### src/rtl/scl_div_pkg.sv
package scl_div_pkg;

  typedef enum logic [1:0] {
    PH_IDLE = 2'd0,
    PH_LOW  = 2'd1,
    PH_HIGH = 2'd2
  } scl_phase_e;

  // Per-phase overhead in module ticks, selected by the prescale setting.
  function automatic logic [2:0] phase_overhead(input logic [31:0] pre,
                                                input logic        fixed6);
    if (fixed6)          return 3'd6;
    else if (pre == 32'd0) return 3'd7;
    else if (pre == 32'd1) return 3'd6;
    else                 return 3'd5;
  endfunction

  // Total phase length in module ticks.
  function automatic logic [31:0] phase_ticks(input logic [31:0] count,
                                              input logic [2:0]  ovh);
    return count + {29'd0, ovh};
  endfunction

endpackage

### src/rtl/scl_in_sync.sv
module scl_in_sync #(
  parameter int STAGES = 2
) (
  input  logic clk,
  input  logic rst_n,
  input  logic d_in,
  output logic q_out
);

  generate
    if (STAGES <= 1) begin : g_single
      logic q;
      always_ff @(posedge clk or negedge rst_n) begin
        if (!rst_n) q <= 1'b1;
        else        q <= d_in;
      end
      assign q_out = q;
    end else begin : g_chain
      logic [STAGES-1:0] q;
      always_ff @(posedge clk or negedge rst_n) begin
        if (!rst_n) q <= '1;
        else        q <= {q[STAGES-2:0], d_in};
      end
      assign q_out = q[STAGES-1];
    end
  endgenerate

endmodule

### src/rtl/scl_prescaler.sv
module scl_prescaler #(
  parameter int CNT_W = 16
) (
  input  logic             clk,
  input  logic             rst_n,
  input  logic             clr,
  input  logic             adv,
  input  logic [CNT_W-1:0] div,
  output logic             tick
);

  logic [CNT_W-1:0] cnt_q;

  assign tick = adv && (cnt_q == div);

  always_ff @(posedge clk or negedge rst_n) begin
    if (!rst_n)      cnt_q <= '0;
    else if (clr)    cnt_q <= '0;
    else if (tick)   cnt_q <= '0;
    else if (adv)    cnt_q <= cnt_q + 1'b1;
  end

endmodule

### src/rtl/scl_phase_counter.sv
module scl_phase_counter #(
  parameter int LEN_W = 17
) (
  input  logic             clk,
  input  logic             rst_n,
  input  logic             clr,
  input  logic             tick,
  input  logic [LEN_W-1:0] len,
  output logic             done
);

  logic [LEN_W-1:0] pc_q;
  logic [LEN_W-1:0] last_idx;

  assign last_idx = len - 1'b1;
  assign done     = tick && (pc_q == last_idx);

  always_ff @(posedge clk or negedge rst_n) begin
    if (!rst_n)     pc_q <= '0;
    else if (clr)   pc_q <= '0;
    else if (tick)  pc_q <= done ? '0 : pc_q + 1'b1;
  end

endmodule

### src/rtl/scl_clkgen.sv
module scl_clkgen #(
  parameter int CNT_W       = 16,
  parameter bit FIXED_OVH   = 1'b0,
  parameter int SYNC_STAGES = 2
) (
  input  logic             clk,
  input  logic             rst_n,
  input  logic             mod_en,
  input  logic             run,
  input  logic [CNT_W-1:0] psc_in,
  input  logic [CNT_W-1:0] lo_in,
  input  logic [CNT_W-1:0] hi_in,
  input  logic             scl_in,
  output logic             scl_o,
  output logic             phase_end,
  output logic             stretch_wait
);

  import scl_div_pkg::*;

  localparam int LEN_W = CNT_W + 1;

  // Captured settings: loaded only while the module is disabled.
  logic [CNT_W-1:0] psc_q, lo_q, hi_q;

  always_ff @(posedge clk or negedge rst_n) begin
    if (!rst_n) begin
      psc_q <= '0;
      lo_q  <= '0;
      hi_q  <= '0;
    end else if (!mod_en) begin
      psc_q <= psc_in;
      lo_q  <= lo_in;
      hi_q  <= hi_in;
    end
  end

  // Named internal events.
  logic       scl_s;
  logic       tick;
  logic       done;
  logic       clr;
  logic       adv;
  logic       start_ok;
  logic [2:0] ovh;
  logic [LEN_W-1:0] lo_len, hi_len, cur_len;

  assign ovh    = phase_overhead(32'(psc_q), FIXED_OVH);
  assign lo_len = LEN_W'(phase_ticks(32'(lo_q), ovh));
  assign hi_len = LEN_W'(phase_ticks(32'(hi_q), ovh));

  scl_phase_e state_q, state_d;

  assign start_ok = mod_en && run && (hi_q != '0);

  always_comb begin
    state_d = state_q;
    unique case (state_q)
      PH_IDLE: if (start_ok) state_d = PH_LOW;
      PH_LOW:  if (done)     state_d = PH_HIGH;
      PH_HIGH: if (done)     state_d = run ? PH_LOW : PH_IDLE;
      default:               state_d = PH_IDLE;
    endcase
    if (!mod_en) state_d = PH_IDLE;
  end

  always_ff @(posedge clk or negedge rst_n) begin
    if (!rst_n) state_q <= PH_IDLE;
    else        state_q <= state_d;
  end

  assign clr     = (state_d != state_q);
  assign adv     = (state_q == PH_LOW) || ((state_q == PH_HIGH) && scl_s);
  assign cur_len = (state_q == PH_LOW) ? lo_len : hi_len;

  scl_in_sync #(.STAGES(SYNC_STAGES)) u_sync (
    .clk   (clk),
    .rst_n (rst_n),
    .d_in  (scl_in),
    .q_out (scl_s)
  );

  scl_prescaler #(.CNT_W(CNT_W)) u_psc (
    .clk   (clk),
    .rst_n (rst_n),
    .clr   (clr),
    .adv   (adv),
    .div   (psc_q),
    .tick  (tick)
  );

  scl_phase_counter #(.LEN_W(LEN_W)) u_phase (
    .clk   (clk),
    .rst_n (rst_n),
    .clr   (clr),
    .tick  (tick),
    .len   (cur_len),
    .done  (done)
  );

  assign scl_o        = (state_q != PH_LOW);
  assign phase_end    = done && mod_en;
  assign stretch_wait = (state_q == PH_HIGH) && !scl_s;

endmodule

### config.mk
export PLATFORM = sky130hd
export DESIGN_NAME = scl_clkgen
export DESIGN_NICKNAME = d
export VERILOG_FILES = /design/src/rtl/scl_div_pkg.sv /design/src/rtl/scl_in_sync.sv /design/src/rtl/scl_prescaler.sv /design/src/rtl/scl_phase_counter.sv /design/src/rtl/scl_clkgen.sv
export SDC_FILE = /design/constraint.sdc
export NUM_CORES = 1
export LEC_CHECK = 0
export BUFFER_PORTS_ARGS = -buffer_cell sky130_fd_sc_hd__buf_2
export CORE_MARGIN = 10
export CORE_UTILIZATION = 51
export CTS_BUF_LIST = sky130_fd_sc_hd__clkbuf_16
export CTS_CLUSTER_SIZE = 24
export DETAILED_ROUTE_END_ITERATION = 6
export GPL_TIMING_DRIVEN = 0
export PLACE_DENSITY = 0.71
export SLEW_MARGIN = 30
export SYNTH_ARGS = -nofsm -noshare
export SYNTH_HDL_FRONTEND = slang
export SYNTH_SLANG_ARGS = --single-unit
### constraint.sdc
create_clock -name clk -period 7.03 [get_ports clk]
set_input_delay 0 -clock clk [delete_from_list [all_inputs] [get_ports clk]]
set_output_delay 0 -clock clk [all_outputs]
set_load 0.02 [all_outputs]
==> flow_summary.json <==
{
  "slew_violations": 0,
  "synthToLayoutAreaGrowth_pct": 23.4,
  "clock_sinks": 85,
  "wl_per_cell_um": 17.6,
  "rows": 37,
  "irDropWorstVdd_v": 0.000151,
  "relSlewSlack_pct": 49.6,
  "p_leak_nw": 2.80,
  "timing.setup.critical_path_class": "reg -> out",
  "ys_top_cells_by_area": "dfrtp_1, mux2_2, xnor2_1, xor2_1, nand2_1",
  "ys_seq_area_share_pct": 39.4,
  "synth_area_um2": 5410,
  "seq_area_um2": 2130,
  "cts-root-buf": "clkbuf_16",
  "finalCritPeriodShare_pct": 81.4,
  "start_util_pct": 52.4,
  "dp_cells": 727,
  "cts_tree": "done",
  "finalWeightedCongestion": 0.838,
  "ys.flop_type": "dfrtp_1",
  "ioPinCount": 56,
  "crit_path_start_kind": "register",
  "cp_top_family": "simple AND/OR/NAND/NOR gates",
  "coreArea_um2": 10300,
  "setup_viol": 0,
  "nets": 711,
  "clkTransAtPathRegs_ns": 0.06,
  "crit_buf_inv": 6,
  "max_freq_ghz": 0.175,
  "grt_overflow": 0,
  "htreeDepth": 3,
  "yosysTopAreaCellShare_pct": 38.4,
  "antennaDiodeCount": 0,
  "syn_avg_cell_area_um2": 10.1,
  "use_met2_pct": 30.7,
  "postRouteAntennaNets": 0,
  "power_density_nw_per_um2": 198,
  "antenna_found_initial": 0,
  "crit_arrival_ns": 5.72,
  "clk_path_buf_depth": 2,
  "multi_input_area_um2": 3100,
  "dp_hpwl_mm": 10.0,
  "postSynthNetCount": 595,
  "place_ws_ns": 1.50,
  "dr.first_iter.drc_count": 313,
  "synth_edf_count": 0,
  "endpoint_kind": "primary output",
  "met3_usage_pct": 3.37,
  "status": "complete, no violations",
  "yosysWarningCount": 0,
  "path_cells": "buf_2 -> nor2b_4 -> clkinv_4 -> clkbuf_1 -> nand2_1 -> nand2_1 -> ha_1 -> inv_1 -> fa_1 -> clkbuf_1 -> a2111oi_0 -> a211o_1 -> nand3_1 -> nor3_1 -> xor2_1 -> o41ai_1 -> o21ai_0 -> nor4_1 -> and2_1 -> buf_2",
  "yosys.cell_count.top_type": "dfrtp_1",
  "synth_cells": 536,
  "grt_usage_pct": 19.2,
  "drc_errors": 0,
  "dieArea_um2": 15100,
  "use_met1_pct": 25.9,
  "fin_hold_ws_ns": 0.0752,
  "maxCapViolCount": 0,
  "crit_required_ns": 7.03,
  "yosysUniqueCellTypes": 71,
  "grt_pass1_wl_mm": 23.4,
  "timing.final.ws_setup_ns": 1.31,
  "clkLatencyLatePin_ns": 0.34,
  "drt_wl_total_mm": 13.9,
  "path_max_fanout": 10,
  "worstHoldPathType": "in -> reg",
  "instances_no_fill": 792,
  "die_h_um": 123,
  "finClkSkew_ns": 0.00927,
  "grt_max_degree": 59,
  "die_w_um": 123,
  "crit_slowest_cell": "nor4_1",
  "dr_total_vias": 4590,
  "p_total_mw": 1.32,
  "cts-buffers-inserted": 9,
  "synthTopCellsByCount": "dfrtp_1, mux2_2, nand2_1, xnor2_1, nor2_1",
  "async_flop_share_pct": 100,
  "top_usage_layer": "met2",
  "finalHoldViolations": 0,
  "finalSetupTns_ns": 0,
  "max_stage_delay_ns": 0.60,
  "period_minus_slack_ns": 5.72,
  "synth_largest_area_cell": "dfrtp_1",
  "drt_pass1_iterations": 5,
  "rsz0062_at_grt": "false",
  "post_cts_buffers": 0,
  "fillers": 772,
  "layout-drive-gt1-share_pct": 21.8,
  "synth-seq-cells": 85,
  "routed_via_density": 5.80,
  "first_global_vias": 4574,
  "port_buffers": 54,
  "worst_pin_slew_ns": 0.748
}
## path summary, 6_finish.rpt
check                                              start                            end  slack, ns  depth (start not counted)
setup / recovery                    state_q[0]$_DFF_PN0_                      phase_end       1.31                         20
hold / removal                                       run           state_q[0]$_DFF_PN0_       0.08                          4
setup reg to reg                    state_q[0]$_DFF_PN0_           state_q[0]$_DFF_PN0_       1.36                         20
hold reg to reg            u_sync.g_chain.q[0]$_DFF_PN1_  u_sync.g_chain.q[1]$_DFF_PN1_       0.36                          0
max in group asynchronous                          rst_n  u_sync.g_chain.q[0]$_DFF_PN1_       6.34                          3
min in group asynchronous                          rst_n   u_phase.pc_q[10]$_DFFE_PN0P_       0.10                          2
## metrics by stage
stage                     util (%)  cell area (um^2)
final                         64.6              6670
after global routing          64.6              6670
after CTS                     64.6              6670
after detailed placement      57.0              5880
after global placement        56.6              5850
after floorplan                  -              5410
## flip-flops by register name (all words and copies together) (netlist names)
register	cells
hi_q	16
lo_q	16
psc_q	16
state_q	2
u_phase.pc_q	17
u_psc.cnt_q	16
u_sync.g_chain.q	2
## area by class of cell
type	count	area share (%)
clock buffer	9	3.38
timing repair buffer	105	12.1
inverter	16	0.975
sequential	85	31.9
buffer	21	1.67
tap	136	2.55
multi-input combinational	414	46.5
clock inverter	6	0.975
## cell families after synthesis
kind of cell	after synthesis	synth area share, %
adders and majority gates	6	1.53
AOI/OAI and AO/OA	63	9.17
and+or+nand+nor	210	20.8
xor gates and xnor gates	71	12.8
buffers and inverters	37	3.26
muxes	64	13.0
DFF	85	39.4
## metal layers
| metal | wire [um] | up-vias |
|---|---|---|
| met3 | 719 | 18 |
| met5 | 0 | - |
| met2 | 6610 | 122 |
| met4 | 194 | 0 |
| li1 | - | 2178 |
| met1 | 6420 | 2272 |
## cell usage in the layout (no fill, tap or decap), types with 13 or more instances in the layout
| master | Yosys | final |
|---|---|---|
| nor2_1 | 35 | 35 |
| nand4_1 | 15 | 15 |
| nor3_1 | 25 | 25 |
| xnor2_1 | 41 | 41 |
| dfrtp_1 | 83 | 83 |
| nor4_1 | 14 | 14 |
| mux2_2 | 51 | 51 |
| nand3_1 | 17 | 17 |
| dlygate4sd3_1 | 0 | 50 |
| xor2_1 | 25 | 25 |
| nand2_1 | 51 | 51 |
| buf_2 | 4 | 57 |
| mux2i_1 | 13 | 13 |
| inv_1 | 14 | 15 |
## power breakdown
group / switching, mW / internal, mW
clock: 0.199 / 0.273
sequential: 0.0342 / 0.520
combinational: 0.158 / 0.138
## timing repair
action	CTS	global route
hold endpoints to repair	132	0
resized for setup	0	0
hold buffers	50	0
## worst register-to-register path: stages, from the launching register on
cell	delay, ns
dfrtp_1	0.35
buf_2	0.18
nor2b_4	0.15
clkinv_4	0.09
clkbuf_1	0.50
nand2_1	0.11
nand2_1	0.11
ha_1	0.17
inv_1	0.05
fa_1	0.35
clkbuf_1	0.20
a2111oi_0	0.35
a211o_1	0.19
nand3_1	0.23
nor3_1	0.56
xor2_1	0.16
o41ai_1	0.48
o21ai_0	0.18
nor4_1	0.60
mux2_2	0.40
a21boi_0	0.19
No activity file was read; power rests on OpenSTA's default activity.
